===== config.mk =====
export PLATFORM = sky130hd
export DESIGN_NAME = rx_link_qualifier
export DESIGN_NICKNAME = d
export VERILOG_FILES = /design/src/rtl/rxq_pkg.sv /design/src/rtl/rxq_input_mux.sv /design/src/rtl/rxq_run_counter.sv /design/src/rtl/rxq_decision.sv /design/src/rtl/rx_link_qualifier.sv
export SDC_FILE = /design/constraint.sdc
export NUM_CORES = 1
export LEC_CHECK = 0
export BUFFER_PORTS_ARGS = -buffer_cell sky130_fd_sc_hd__buf_2
export CORE_AREA = 4 4 41 43
export DETAILED_ROUTE_END_ITERATION = 10
export DIE_AREA = 0 0 45 47
export GPL_TIMING_DRIVEN = 0
export PLACE_DENSITY = 0.64
export SYNTH_ARGS = -nofsm -noshare
export SYNTH_HDL_FRONTEND = slang
export SYNTH_SLANG_ARGS = --single-unit

===== constraint.sdc =====
create_clock -name clk -period 2.2 [get_ports clk]
set_input_delay 0.22 -clock clk [delete_from_list [all_inputs] [get_ports clk]]
set_output_delay 0.22 -clock clk [all_outputs]
set_load 0.03 [all_outputs]

===== src/rtl/rxq_pkg.sv =====
package rxq_pkg;

  localparam int unsigned RUN_LIMIT_DEF = 60;

  typedef enum logic {
    SRC_REFCLK = 1'b0,
    SRC_DATA   = 1'b1
  } lock_src_e;

  // Lock source decision for one channel
  function automatic lock_src_e pick_source(
    input logic recover_en,
    input logic det_en,
    input logic amp_ok,
    input logic range_ok,
    input logic dens_fail
  );
    logic qualified;
    if (det_en) qualified = amp_ok & range_ok & ~dens_fail;
    else        qualified = range_ok;
    return (recover_en & qualified) ? SRC_DATA : SRC_REFCLK;
  endfunction

  // True when any of the six fault causes is present
  function automatic logic fault_present(
    input logic recover_en,
    input logic det_en,
    input logic amp_ok,
    input logic range_ok,
    input logic refclk_ok,
    input logic chan_en,
    input logic dens_fail
  );
    return ~range_ok | ~amp_ok | (det_en & dens_fail) |
           ~chan_en | ~recover_en | ~refclk_ok;
  endfunction

endpackage


===== src/rtl/rxq_input_mux.sv =====
module rxq_input_mux (
  input  logic bit_pri_i,
  input  logic bit_sec_i,
  input  logic in_sel_i,
  output logic bit_o
);
  always_comb begin
    if (in_sel_i) bit_o = bit_pri_i;
    else          bit_o = bit_sec_i;
  end
endmodule


===== src/rtl/rxq_run_counter.sv =====
module rxq_run_counter #(
  parameter int unsigned RUN_LIMIT = 60
) (
  input  logic clk,
  input  logic rst,
  input  logic bit_i,
  output logic dens_fail_o,
  output logic edge_seen_o
);
  localparam int unsigned CW = $clog2(RUN_LIMIT + 1);
  localparam logic [CW-1:0] LIMIT_V = CW'(RUN_LIMIT);

  logic          prev_q;
  logic [CW-1:0] run_q;

  function automatic logic [CW-1:0] next_run(input logic [CW-1:0] cur,
                                             input logic toggled);
    if (toggled)             return CW'(1);
    else if (cur == LIMIT_V) return cur;
    else                     return cur + CW'(1);
  endfunction

  assign edge_seen_o = (bit_i != prev_q);

  always_ff @(posedge clk) begin
    if (rst) begin
      prev_q <= 1'b0;
      run_q  <= '0;
    end else begin
      prev_q <= bit_i;
      run_q  <= next_run(run_q, edge_seen_o);
    end
  end

  assign dens_fail_o = (run_q == LIMIT_V);

  // run count stays within the limit
  assert_run_bounded_R3: assert property (@(posedge clk) disable iff (rst)
    run_q <= LIMIT_V);

  // a transition clears a density failure at the next edge
  assert_fail_clears_R3: assert property (@(posedge clk) disable iff (rst)
    edge_seen_o |=> !dens_fail_o);

  // an established failure persists while the line stays flat
  assert_fail_holds_R2: assert property (@(posedge clk) disable iff (rst)
    (dens_fail_o && !edge_seen_o) |=> dens_fail_o);
endmodule


===== src/rtl/rxq_decision.sv =====
module rxq_decision
  import rxq_pkg::*;
(
  input  logic clk,
  input  logic rst,
  input  logic det_en_i,
  input  logic recover_en_i,
  input  logic amp_ok_i,
  input  logic range_ok_i,
  input  logic refclk_ok_i,
  input  logic chan_en_i,
  input  logic dens_fail_i,
  output logic lock_data_o,
  output logic link_fault_n_o
);
  lock_src_e src_d, src_q;
  logic      fault_d, fault_n_q;

  always_comb begin
    src_d   = pick_source(recover_en_i, det_en_i, amp_ok_i, range_ok_i, dens_fail_i);
    fault_d = fault_present(recover_en_i, det_en_i, amp_ok_i, range_ok_i,
                            refclk_ok_i, chan_en_i, dens_fail_i);
  end

  always_ff @(posedge clk) begin
    if (rst) begin
      src_q     <= SRC_REFCLK;
      fault_n_q <= 1'b0;
    end else begin
      src_q     <= src_d;
      fault_n_q <= ~fault_d;
    end
  end

  assign lock_data_o    = (src_q == SRC_DATA);
  assign link_fault_n_o = fault_n_q;

  // recover-enable low forces reference clock and a fault
  assert_local_forced_R6: assert property (@(posedge clk) disable iff (rst)
    !recover_en_i |=> (!lock_data_o && !link_fault_n_o));

  // with detectors disabled only the range flag matters
  assert_range_only_R5: assert property (@(posedge clk) disable iff (rst)
    (!det_en_i && recover_en_i) |=> (lock_data_o == $past(range_ok_i)));

  // a clean link is always locked to data
  assert_clean_locked_R7: assert property (@(posedge clk) disable iff (rst)
    link_fault_n_o |-> lock_data_o);

  // reset puts both outputs in their safe state
  assert_reset_state_R8: assert property (@(posedge clk)
    rst |=> (!lock_data_o && !link_fault_n_o));
endmodule


===== src/rtl/rx_link_qualifier.sv =====
module rx_link_qualifier #(
  parameter int unsigned RUN_LIMIT = rxq_pkg::RUN_LIMIT_DEF
) (
  input  logic clk,
  input  logic rst,
  input  logic bit_pri_i,
  input  logic bit_sec_i,
  input  logic in_sel_i,
  input  logic det_en_i,
  input  logic recover_en_i,
  input  logic amp_ok_i,
  input  logic range_ok_i,
  input  logic refclk_ok_i,
  input  logic chan_en_i,
  output logic lock_data_o,
  output logic link_fault_n_o
);
  logic sel_bit;
  logic dens_fail;
  logic edge_seen;

  rxq_input_mux u_mux (
    .bit_pri_i (bit_pri_i),
    .bit_sec_i (bit_sec_i),
    .in_sel_i  (in_sel_i),
    .bit_o     (sel_bit)
  );

  rxq_run_counter #(.RUN_LIMIT(RUN_LIMIT)) u_run (
    .clk         (clk),
    .rst         (rst),
    .bit_i       (sel_bit),
    .dens_fail_o (dens_fail),
    .edge_seen_o (edge_seen)
  );

  rxq_decision u_dec (
    .clk            (clk),
    .rst            (rst),
    .det_en_i       (det_en_i),
    .recover_en_i   (recover_en_i),
    .amp_ok_i       (amp_ok_i),
    .range_ok_i     (range_ok_i),
    .refclk_ok_i    (refclk_ok_i),
    .chan_en_i      (chan_en_i),
    .dens_fail_i    (dens_fail),
    .lock_data_o    (lock_data_o),
    .link_fault_n_o (link_fault_n_o)
  );

  // a locked output with detectors on implies no density failure one edge earlier
  assert_lock_needs_density_R4: assert property (@(posedge clk) disable iff (rst)
    (det_en_i && dens_fail && !edge_seen) |=> !lock_data_o);
endmodule


==> impl_metrics.py <==
metrics = {
    "status": {
        "outcome": "finished, final reports clean",
    },
    "placed_design": {
        "io_buffers": 12,
        "dp_hpwl_um": 685,
        "dpl-instance-area_um2": 523,
        "finalWeightedCongestion": 0.779,
    },
    "floorplanning": {
        "die-width_um": 45,
        "die-area_mm2": 0.00212,
        "num_rows": 13,
        "pin_count": 13,
        "initial_core_util_pct": 34.1,
        "core-area_mm2": 0.00130,
        "fp.dieH_um": 47,
    },
    "synth": {
        "async_reset_ff_share_pct": 0,
        "yosysTopAreaCell": "dfxtp_1",
        "syn-mean-instance-area_um2": 10.1,
        "ys.flop_type": "dfxtp_1",
        "ys_types": 23,
        "ys_warn_count": 0,
        "ys_seq_area_share_pct": 40.6,
        "yosys-top-cells-area": "dfxtp_1 (41%), ha_1 (5.6%), a211oi_1 (5.1%)",
        "yosysTopAreaCellShare_pct": 40.6,
        "syn-cell-area_um2": 444,
        "synth-seq-cells": 9,
        "synth-edff-count": 0,
        "synth_nets": 57,
        "synth_cells": 44,
    },
    "timing": {
        "fmax_ghz": 0.707,
        "finalCriticalPeriod_ps": 1420,
        "tightest_slew_ps": 402,
        "drv_slew": 0,
        "skew_ps": 3.28,
        "finalHoldViolCount": 0,
        "finalCritPeriodShare_pct": 64.3,
        "relSlewSlack_pct": 73.1,
        "setup_viol": 0,
        "rsz0062_at_grt": "no",
        "setup_tns_ps": 0,
    },
    "clock_tree": {
        "cts_made_buffers": 3,
        "cts_resized": 0,
        "cts_setup_buffers": 0,
        "clk_latency_ps": 260,
        "cts_tree": "yes",
        "clockBufferDepth": 2,
        "cts.sinks": 9,
        "htreeDepth": 1,
        "clockRootBuffer": "clkbuf_4",
        "clkTransAtPathRegs_ps": 60,
        "ctsHoldBuffers": 0,
    },
    "worst_setup_path": {
        "path_class": "flop to flop",
        "crit_slowest_cell": "dfxtp_1",
        "crit_arrival_ps": 1560,
        "cp-end-kind": "flop",
        "crit_fanout": 7,
        "critPathBufInv": 1,
        "crit_family": "compound AO/OA/AOI/OAI gates",
        "required_ps": 2350,
        "slowest_delay_ps": 360,
        "worst_setup_path_start_kind": "flop",
        "cp_cell_sequence": "inv_1 -> ha_1 -> nand2_1 -> o31a_1 -> a22o_2",
    },
    "route": {
        "routed_wl_um": 902,
        "drc": 0,
        "ant_nets": 0,
        "viasPerCell": 5.35,
        "drtPass1Iterations": 2,
        "post_drt_wl_per_cell_um": 12.0,
        "drt_iter0_drc": 10,
        "num_vias": 401,
    },
    "global_route": {
        "grt_pass1_vias": 429,
        "grt_start_max_net_pins": 8,
        "antenna_found_initial": 0,
        "grt_pass1_wl_um": 1720,
        "grt-ovfl-total": 0,
        "track_usage_pct": 11.5,
    },
    "power_and_ir_drop": {
        "leakage_nw": 0.216,
        "power_density_mw_per_mm2": 654,
        "ir_worst_vdd_mv": 0.302,
    },
    "layout": {
        "fillers": 146,
        "antenna_cells_inserted": 0,
        "syn_to_final_growth_pct": 23.7,
        "postLayoutCellArea_um2": 549,
        "fin_nets": 74,
        "layout-drive-gt1-share_pct": 36.7,
    },
    "worst_hold_path": {
        "hold_path.class": "input pin to flop",
    },
    "run": {
        "drv_cap": 0,
    },
}
[logic make-up (layout without fill, tap and decap cells)]
family | Yosys count | count (layout) | synth area share, %
compound gates | 13 | 13 | 22.8
simple gates | 13 | 13 | 17.7
fa+ha+maj | 2 | 2 | 5.63
mux | 1 | 1 | 3.10
flops | 9 | 9 | 40.6
buf+inv | 3 | 19 | 2.54
xor+xnor | 3 | 3 | 7.61
[registers in the layout (all words and copies together) (netlist names)]
signal                count
u_run.run_q               6
u_dec.link_fault_n_o      1
u_dec.lock_data_o         1
u_run.prev_q              1
[cell usage in the layout (no fill, tap or decap)]
| cell | count |
|---|---|
| nand3_2 | 1 |
| and3_1 | 2 |
| nand3_1 | 4 |
| xor2_1 | 1 |
| a2111oi_2 | 1 |
| nor2_1 | 2 |
| ha_1 | 2 |
| a211oi_2 | 1 |
| a21oi_1 | 1 |
| nor4_2 | 1 |
| xnor2_2 | 1 |
| a22o_2 | 1 |
| nand2_1 | 1 |
| a31oi_1 | 2 |
| clkbuf_4 | 3 |
| mux2i_2 | 1 |
| dfxtp_1 | 9 |
| xnor2_1 | 1 |
| buf_2 | 12 |
| o31a_1 | 1 |
| a211oi_1 | 3 |
| o21ai_0 | 3 |
| clkbuf_1 | 1 |
| or3_1 | 1 |
| nor4_1 | 1 |
| inv_1 | 3 |
[metal layers]
layer  track usage (%)  up-vias  wire length (um)
met4              8.77        0                14
met3              3.45        2                30
met5                 0        -                 0
met2              17.8        6               426
li1                  -      199                 -
met1              13.4      194               431
[cell type report]
| cell class | count | area [um^2] | area share [%] |
|---|---|---|---|
| inverter | 3 | 11.3 | 2.05 |
| timing repair buffer | 12 | 60.1 | 10.9 |
| multi-input combinational | 32 | 253 | 46.0 |
| clock buffer | 4 | 26.3 | 4.78 |
| tap | 15 | 18.8 | 3.42 |
| sequential | 9 | 180 | 32.8 |
[metrics by stage]
step	util (%)	std cells	total power [mW]	worst slack [ps]	hold slack [ps]
global route	42.2	75	0.381	651	158
global placement	40.2	71	0.234	854	415
finish	42.2	75	0.359	785	153
detailed placement	40.2	71	0.237	810	419
floorplan	-	44	0.216	953	289
CTS	42.2	75	0.366	801	143
[Yosys cell counts (2+ instances only)]
library cell,instances
nand3_1,4
a31oi_1,2
inv_1,3
dfxtp_1,9
o21ai_0,3
a211oi_1,3
ha_1,2
nor2_1,2
and3_1,2
[where the power goes]
part	switching, mW	internal (mW)
Sequential	0.00850	0.171
Clock	0.0562	0.0698
Combinational	0.0293	0.0251
[path summary, 6_finish.rpt]
path,from,endpoint,slack (ps),cells past startpoint
max,u_run.run_q[0],u_run.run_q[0],780,5
min,det_en_i,u_dec.lock_data_o,150,2
max reg2reg,u_run.run_q[0],u_run.run_q[0],780,5
min reg2reg,u_run.run_q[5],u_run.run_q[5],520,1
Note: power is estimated with default switching activity, not from simulation.
